$ cat src/rtl/bqpsk_pkg.sv
package bqpsk_pkg;

  typedef logic signed [1:0] rail_t;

  localparam rail_t RAIL_POS = 2'sb01;
  localparam rail_t RAIL_NEG = 2'sb11;
  localparam rail_t RAIL_OFF = 2'sb00;

  typedef struct packed {
    rail_t i;
    rail_t q;
  } sym_t;

  // bit 0 -> +1, bit 1 -> -1 on either rail
  function automatic rail_t map_bit(input logic b);
    return b ? RAIL_NEG : RAIL_POS;
  endfunction

endpackage

$ cat src/rtl/bqpsk_rst_sync.sv
module bqpsk_rst_sync #(
  parameter int STAGES = 2
) (
  input  logic clk,
  input  logic rst_n,
  output logic rst_int_n
);
  logic [STAGES-1:0] shreg;

  always_ff @(posedge clk or negedge rst_n) begin
    if (!rst_n) shreg <= '0;
    else        shreg <= {shreg[STAGES-2:0], 1'b1};
  end

  assign rst_int_n = shreg[STAGES-1];
endmodule

$ cat src/rtl/bqpsk_bit_clk.sv
module bqpsk_bit_clk #(
  parameter int DIV = 100
) (
  input  logic clk,
  input  logic rst_n,
  output logic tick,
  output logic bit_clk
);
  localparam int CW   = $clog2(DIV);
  localparam int HALF = DIV / 2;
  localparam logic [CW-1:0] LAST  = CW'(DIV - 1);
  localparam logic [CW-1:0] FALLC = CW'(HALF - 1);

  logic [CW-1:0] cnt;

  assign tick = (cnt == LAST);

  always_ff @(posedge clk or negedge rst_n) begin
    if (!rst_n) begin
      cnt     <= LAST;
      bit_clk <= 1'b0;
    end else begin
      cnt <= tick ? '0 : cnt + CW'(1);
      if (tick)               bit_clk <= 1'b1;
      else if (cnt == FALLC)  bit_clk <= 1'b0;
    end
  end

  assert_rise_on_tick_R1: assert property (@(posedge clk) disable iff (!rst_n)
    tick |=> $rose(bit_clk));
  assert_rise_only_on_tick_R1: assert property (@(posedge clk) disable iff (!rst_n)
    !tick |=> !$rose(bit_clk));
endmodule

$ cat src/rtl/bqpsk_pairer.sv
module bqpsk_pairer
  import bqpsk_pkg::*;
(
  input  logic  clk,
  input  logic  rst_n,
  input  logic  tick,
  input  logic  en,
  input  logic  din,
  output rail_t sym_i,
  output rail_t sym_q,
  output logic  stb,
  output logic  odd_err
);
  logic have_i;
  logic hold_i;
  sym_t sym_r;

  always_ff @(posedge clk or negedge rst_n) begin
    if (!rst_n) begin
      have_i  <= 1'b0;
      hold_i  <= 1'b0;
      sym_r   <= '{i: RAIL_OFF, q: RAIL_OFF};
      stb     <= 1'b0;
      odd_err <= 1'b0;
    end else begin
      stb <= 1'b0;
      if (tick) begin
        if (en) begin
          if (!have_i) begin
            hold_i <= din;
            have_i <= 1'b1;
          end else begin
            sym_r  <= '{i: map_bit(hold_i), q: map_bit(din)};
            stb    <= 1'b1;
            have_i <= 1'b0;
          end
        end else if (have_i) begin
          sym_r   <= '{i: map_bit(hold_i), q: RAIL_POS};
          stb     <= 1'b1;
          have_i  <= 1'b0;
          odd_err <= 1'b1;
        end
      end
    end
  end

  assign sym_i = sym_r.i;
  assign sym_q = sym_r.q;

  assert_stb_single_R4: assert property (@(posedge clk) disable iff (!rst_n)
    stb |=> !stb);
  assert_stb_after_tick_R4: assert property (@(posedge clk) disable iff (!rst_n)
    !tick |=> !stb);
  assert_pad_q_R5: assert property (@(posedge clk) disable iff (!rst_n)
    (tick && !en && have_i) |=> (stb && sym_q == RAIL_POS && odd_err));
  assert_odd_sticky_R5: assert property (@(posedge clk) disable iff (!rst_n)
    odd_err |=> odd_err);
  assert_idle_ignored_R8: assert property (@(posedge clk) disable iff (!rst_n)
    (tick && !en && !have_i) |=> (!stb && $stable(sym_i) && $stable(sym_q)));
endmodule

$ cat src/rtl/bqpsk_drain.sv
module bqpsk_drain #(
  parameter int DRAIN_TICKS = 16
) (
  input  logic clk,
  input  logic rst_n,
  input  logic tick,
  input  logic en,
  output logic active
);
  localparam int LW = $clog2(DRAIN_TICKS + 1);
  localparam logic [LW-1:0] LAST = LW'(DRAIN_TICKS - 1);

  logic [LW-1:0] low_cnt;

  always_ff @(posedge clk or negedge rst_n) begin
    if (!rst_n) begin
      active  <= 1'b0;
      low_cnt <= '0;
    end else if (tick) begin
      if (en) begin
        active  <= 1'b1;
        low_cnt <= '0;
      end else if (active) begin
        if (low_cnt == LAST) begin
          active  <= 1'b0;
          low_cnt <= '0;
        end else begin
          low_cnt <= low_cnt + LW'(1);
        end
      end
    end
  end

  assert_active_on_en_R6: assert property (@(posedge clk) disable iff (!rst_n)
    (tick && en) |=> active);
  assert_hold_in_drain_R7: assert property (@(posedge clk) disable iff (!rst_n)
    (active && !(tick && !en && low_cnt == LAST)) |=> active);
  assert_idle_stays_off_R6: assert property (@(posedge clk) disable iff (!rst_n)
    (!active && !(tick && en)) |=> !active);
endmodule

$ cat src/rtl/bqpsk_symbol_gen.sv
module bqpsk_symbol_gen
  import bqpsk_pkg::*;
#(
  parameter int CLK_DIV    = 100,
  parameter int FLUSH_SYMS = 8,
  parameter int RST_STAGES = 2
) (
  input  logic              clk,
  input  logic              rst_n,
  input  logic              tx_en,
  input  logic              tx_bit,
  output logic              bit_clk,
  output logic signed [1:0] sym_i,
  output logic signed [1:0] sym_q,
  output logic              sym_stb,
  output logic              burst_active,
  output logic              odd_err
);
  localparam int DRAIN_TICKS = 2 * FLUSH_SYMS;

  logic rst_int_n;
  logic tick;

  bqpsk_rst_sync #(.STAGES(RST_STAGES)) u_rst (
    .clk(clk), .rst_n(rst_n), .rst_int_n(rst_int_n));

  bqpsk_bit_clk #(.DIV(CLK_DIV)) u_bclk (
    .clk(clk), .rst_n(rst_int_n), .tick(tick), .bit_clk(bit_clk));

  bqpsk_pairer u_pair (
    .clk(clk), .rst_n(rst_int_n), .tick(tick), .en(tx_en), .din(tx_bit),
    .sym_i(sym_i), .sym_q(sym_q), .stb(sym_stb), .odd_err(odd_err));

  bqpsk_drain #(.DRAIN_TICKS(DRAIN_TICKS)) u_drain (
    .clk(clk), .rst_n(rst_int_n), .tick(tick), .en(tx_en),
    .active(burst_active));

  assert_stb_in_burst_R6: assert property (@(posedge clk) disable iff (!rst_int_n)
    sym_stb |-> burst_active);
  assert_rails_legal_R3: assert property (@(posedge clk) disable iff (!rst_int_n)
    sym_stb |-> ((sym_i == RAIL_POS || sym_i == RAIL_NEG) &&
                 (sym_q == RAIL_POS || sym_q == RAIL_NEG)));
endmodule

$ cat config.mk
export PLATFORM = sky130hd
export DESIGN_NAME = bqpsk_symbol_gen
export DESIGN_NICKNAME = d
export VERILOG_FILES = /design/src/rtl/bqpsk_pkg.sv /design/src/rtl/bqpsk_rst_sync.sv /design/src/rtl/bqpsk_bit_clk.sv /design/src/rtl/bqpsk_pairer.sv /design/src/rtl/bqpsk_drain.sv /design/src/rtl/bqpsk_symbol_gen.sv
export SDC_FILE = /design/constraint.sdc
export NUM_CORES = 1
export LEC_CHECK = 0
export CAP_MARGIN = 20
export CORE_UTILIZATION = 55
export DETAILED_ROUTE_END_ITERATION = 7
export HOLD_SLACK_MARGIN = 0.12
export PLACE_DENSITY = 0.8
export SKIP_LAST_GASP = 1
export SYNTH_ARGS = -nofsm -noshare
export SYNTH_HDL_FRONTEND = slang
export SYNTH_HIERARCHICAL = 1
export SYNTH_SLANG_ARGS = --single-unit
$ cat constraint.sdc
create_clock -name clk -period 1.4 [get_ports clk]
set_input_delay 0.21 -clock clk [delete_from_list [all_inputs] [get_ports clk]]
set_output_delay 0.21 -clock clk [all_outputs]
set_load 0.005 [all_outputs]
==> results of run 1 <==
logic make-up (layout without fill, tap and decap cells):
| group | Yosys count | after routing | share of synthesized area, % |
|---|---|---|---|
| AO/OA/AOI/OAI | 17 | 17 | 10.5 |
| XOR/XNOR | 3 | 3 | 2.54 |
| adder cells (fa/ha/maj) | 3 | 3 | 3.63 |
| buffers and inverters | 6 | 43 | 2.54 |
| flip-flops | 23 | 23 | 56.2 |
| multiplexers | 3 | 3 | 3.51 |
| other | 1 | 1 | 0.363 |
| AND/OR/NAND/NOR | 34 | 34 | 20.7 |
worst min path at each step:
stage / endpoint
after floorplan: u_rst/shreg[0]
after global placement: u_drain/low_cnt[1]
after detailed placement: u_drain/low_cnt[1]
after CTS: u_drain/low_cnt[1]
after global routing: u_drain/low_cnt[1]
final: u_pair/have_i
state kept, by name (all words and copies together) (netlist names):
name             flops
u_pair/sym_q         1
u_pair/hold_i        1
u_pair/odd_err       1
u_pair/have_i        1
u_drain/low_cnt      5
u_pair/sym_i         2
u_bclk/bit_clk       1
u_drain/active       1
u_pair/stb           1
u_rst/shreg          2
u_bclk/cnt           7
power groups by stage:
stage	sequential [mW]	combinational (mW)	clock [mW]
2_1_floorplan	0.693	0.00434	0
3_3_place_gp	0.685	0.0401	0
3_5_place_dp	0.685	0.0410	0
4_1_cts	0.672	0.0450	0.311
5_1_grt	0.673	0.0495	0.340
6_report	0.672	0.0446	0.298
stage by stage:
stage	std cells	cell area (um2)	total power, mW	util, %	TNS, ps
CTS	151	1360	1.03	78.1	-5770
detailed placement	141	1290	0.726	73.9	-4580
global placement	141	1290	0.725	73.9	-3520
floorplan	90	1040	0.697	-	-3520
global route	152	1390	1.06	79.6	-6000
finish	152	1390	1.01	79.6	-4920
critical path, delay by kind of cell, from the launching register on:
family        cells  cell delay, ps
buf+inv           1             170
simple gates      3             720
flops             1             550
mux               1             310
per-layer routing:
metal / GRT usage [%] / wire, um / up-vias / share of wire (%)
met5: 0 / 0 / - / 0
met4: 12.7 / 17 / 0 / 0.80
met3: 2.80 / 86 / 4 / 4.0
met2: 43.5 / 1100 / 25 / 52
met1: 28.3 / 920 / 397 / 43
li1: - / - / 392 / -
synth_stat cells (all sizes together):
cell,n
o21bai,1
nand2,11
nand2b,1
nand4,1
a21oi,3
o21ai,6
or3b,1
nand3b,1
or3,1
dfstp,4
o21a,1
ha,3
a41oi,1
or2b,1
o41ai,1
o2bb2ai,1
and4,1
nand4b,2
nand4bb,1
a21o,1
inv,5
and4b,2
mux2,2
and2,1
conb,1
xnor2,3
mux2i,1
or4,1
o31ai,2
dfrtp,19
nand3,4
buf,1
nor2,4
nor3,1
area by class of cell:
| class | count | area [um2] |
|---|---|---|
| flip-flops and latches | 23 | 582 |
| repair buffers | 34 | 295 |
| inverters | 5 | 18.8 |
| clock buffers | 4 | 26.3 |
| multi-input cells | 61 | 437 |
| fillers | 111 | 355 |
| well taps | 25 | 31.3 |
timing repair:
item                       in CTS  in global routing
setup endpoints to repair      21                 22
hold endpoints to repair        2                  0
gates cloned                    0                  0
hold buffers                    1                  0
buffers inserted                5                  2
pin swaps                       3                  1
resized for setup               4                 10
==> metrics.yaml, run 1 <==
outcome: "finished, violations left"
violations: "negative setup slack"
cp_data_required_time_ps: 1600
final_common_cell: "buf_4"
worstSetupStartpoint: "u_bclk/cnt[5]"
rsz0062_at_grt: "yes"
num_vias: 818
ys_seq_elements: 23
drive_gt1_share_pct: 30.7
clock_latency_ps: 300
ir_worst_vdd_mv: 0.600
timing.critical_path.arrival_ps: 2040
vias_per_cell: 5.38
path_class: "flip-flop to flip-flop"
yosysTopAreaCell: "dfrtp_1"
skew_ps: 4.56
cts_tree: "built"
setup-violations-final: 17
grt_pass1_vias: 821
grtUsageTotal_pct: 24.3
comb_power_share_pct: 4.4
n_antenna_cell: 0
seq_area_frac_synth_pct: 56.2
die_x_um: 45.4
synth_top_area_share_pct: 46.0
portBuffers: 11
num_rows: 15
r2r_slack_ps: -430
leakagePower_nw: 0.727
drt_wl_total_um: 2130
drtPass1Iterations: 4
pin_count: 12
critPathMaxFanout: 4
synth.area.top_cells: "dfrtp_1, dfstp_2, ha_1"
powerDensity_nw_per_um2: 729
syn_inst: 90
drt-wirelength-per-cell_um: 14.0
p_switching_uw: 212
drv_slew: 0
cts_buffers: 3
clk_pin_slew_ps: 120
htree_levels: 1
layout_common_cells: "buf_4, dfrtp_1, nand2_1"
hp-class: "flip-flop to async pin"
yosysWarnings: 6
syn2layout_area_growth_pct: 34.5
synth.avg_cell_area_um2: 11.5
clock-sinks: 23
post-place-ws_ps: -456
coreArea_um2: 1750
swShare_pct: 20.9
drt_iter0_markers: 22
synth_cell_types: 37
synth_fp_nets: 97
slowest_delay_ps: 550
grt_max_degree: 22
rr_startpoint: "u_bclk/cnt[5]"
post-route-worst-setup-slack_ps: -432
period_needed_ps: 1830
r2r-end: "u_pair/hold_i"
p_clk_share_pct: 29.3
min_period_over_period_pct: 131
antenna_found_initial: 0
maxCapViolations: 0
critPathSlowestCell: "dfstp_2"
start_util_pct: 59.2
place_congestion: 0.832
die_h_um: 45.4
die-area_um2: 2060
cts_max_path_buffers: 2
globalRoute.totalOverflow: 0
cp-end-kind: "flip-flop"
p_int_uw: 802
cp-start-kind: "flip-flop"
path_cells: "or3b_4 > nor3_4 > buf_4 > nand3b_1 > mux2_4"
dp_hpwl_um: 1550
r2r_cells: 5
timing.fmax_mhz: 546
drtAntennaViolNets: 0
grt_pass1_wl_um: 3520
hold_viol_final: 0
setup.worst_path.end: "u_pair/hold_i"
drc: 0
syn_area_um2: 1030
pwr-share-seq_pct: 66.3
root_buffer: "clkbuf_4"
timing.hold.ws_ps: 213
nets: 135
Power figures use the tool's default switching activity.
==> run 2, diff against run 1 <==
Settings changed: CORE_MARGIN set to 8, CTS_CLUSTER_DIAMETER set to 40.
Clock period 1.4 ns to 2.3 ns, I/O delays scaled along.
==> metrics.yaml, run 2 (synthesis results as in run 1) <==
period_needed_ps: 1990
path_cells: "or3b_4 > nor3_4 > nand2_2 > or4_1 > nand3_1"
cts_max_path_buffers: 2
place_congestion: 0.810
cts_tree: "built"
tightest_slew_ps: 791
post-place-ws_ps: 298
die_x_um: 59.4
cp.depth: 5
num_rows: 15
hold_buffers: 0
htree_levels: 1
grt_pass1_wl_um: 3000
coreArea_um2: 1750
slew_headroom_pct: 47.3
rsz0062_at_grt: "no"
setup-violations-final: 0
critPathSlowestCell: "dfstp_2"
n_antenna_cell: 0
setup.worst_path.end: "u_drain/low_cnt[3]"
timing.hold.ws_ps: 178
cp_data_required_time_ps: 2550
largest_reg_flops: 7
start_util_pct: 59.2
wl_met2_um: 845
drtPass1Iterations: 4
hp-class: "input port to async pin"
final_common_cell: "dfrtp_1"
rr_startpoint: "u_bclk/cnt[5]"
fillCellCount: 139
drt-met1-wl_um: 826
placedCellCount: 126
drive_gt1_share_pct: 15.2
drc: 0
routed.top_layer: "met4"
drv_slew: 0
routed-wl-met3_um: 80
drt_iter0_markers: 10
cts_buffers: 3
die-area_um2: 3520
path_class: "flip-flop to flip-flop"
dp_hpwl_um: 1330
maxCapViolations: 0
vias_per_cell: 5.52
antenna_found_initial: 0
skew_ps: 11.6
globalRoute.totalOverflow: 0
portBuffers: 11
grt_pass1_vias: 702
clk_pin_slew_ps: 130
cp-start-kind: "flip-flop"
r2r_cells: 5
powerDensity_nw_per_um2: 507
hold_viol_final: 0
largest_registers: "u_bclk/cnt x7, u_drain/low_cnt x5"
timing.fmax_mhz: 501
fin_cells: 130
min_period_over_period_pct: 86.7
outcome: "complete, no violations"
drt-wirelength-per-cell_um: 13.6
post-route-worst-setup-slack_ps: 305
syn2layout_area_growth_pct: 16.3
layout_common_cells: "dfrtp_1, clkdlybuf4s50_1, nand2_1, o21ai_0, inv_1"
slowest_delay_ps: 570
regMostFlops: "u_bclk/cnt"
root_buffer: "clkbuf_4"
cts_setup_buffers: 0
r2r-end: "u_drain/low_cnt[3]"
die_h_um: 59.4
worstSetupStartpoint: "u_bclk/cnt[5]"
num_vias: 718
drt_wl_total_um: 1770
post_cts_resized: 0
leakagePower_nw: 0.534
critical-path-top-delay-family: "simple AND/OR/NAND/NOR gates"
nets: 113
r2r_slack_ps: 310
ir_worst_vdd_mv: 0.361
grt_max_degree: 22
drtAntennaViolNets: 0
final_core_util_pct: 68.9
pin_count: 12
clock_latency_ps: 300
clock-sinks: 23
timing.critical_path.arrival_ps: 2240
grtUsageTotal_pct: 10.8
critPathMaxFanout: 8
tns_ps: 0
path_buf_inv: 0
cp-end-kind: "flip-flop"
-- run 2: cell count changes in the layout (fill, tap and decap cells not counted), sizes merged --
cell           delta
buf              -21
clkbuf            -1
clkdlybuf4s50     +7
clkinv            +1
dlygate4sd2       -2
dlygate4sd3       -1
dlymetal6s2s      -5
-- run 2: worst min-delay path by stage --
stage / depth (start not counted) / slack, ps / startpoint / to
4_1_cts: 1 / 180 / rst_n / u_rst/shreg[1]
3_3_place_gp: 0 / 340 / u_rst/shreg[0] / u_rst/shreg[1]
3_5_place_dp: 0 / 340 / u_rst/shreg[0] / u_rst/shreg[1]
2_1_floorplan: 0 / 50 / rst_n / u_rst/shreg[0]
5_1_grt: 1 / 160 / rst_n / u_rst/shreg[1]
6_report: 1 / 180 / rst_n / u_rst/shreg[1]
-- run 2: report_power, final --
group | internal, mW | switching (mW)
clock network | 0.0646 | 0.115
logic | 0.00839 | 0.00558
registers | 0.408 | 0.00800
-- run 2: routing by layer --
layer	track usage [%]	up-vias
li1	-	347
met1	13.4	360
met2	17.9	9
met3	2.82	2
met4	3.07	0
met5	0	-
-- run 2: cell type report --
cell class	instances	area, um2	area share [%]
repair buffers	12	118	9.78
clock buffers	3	22.5	1.87
well taps	25	31.3	2.60
clock inverters	1	5.00	0.416
inverters	5	18.8	1.56
flip-flops and latches	23	581	48.3
multi-input cells	61	427	35.5
-- run 2: through the flow --
step | total power, mW | instance area [um2]
global placement | 0.437 | 1170
detailed placement | 0.438 | 1170
finish | 0.609 | 1200
floorplan | 0.424 | 1030
global route | 0.640 | 1200
CTS | 0.616 | 1200
-- run 2: worst reg2reg max path, cell delays in order, from the launching register on --
cell and delay, ps:
dfstp_2 570, or3b_4 400, nor3_4 300, nand2_2 110
or4_1 470, nand3_1 90
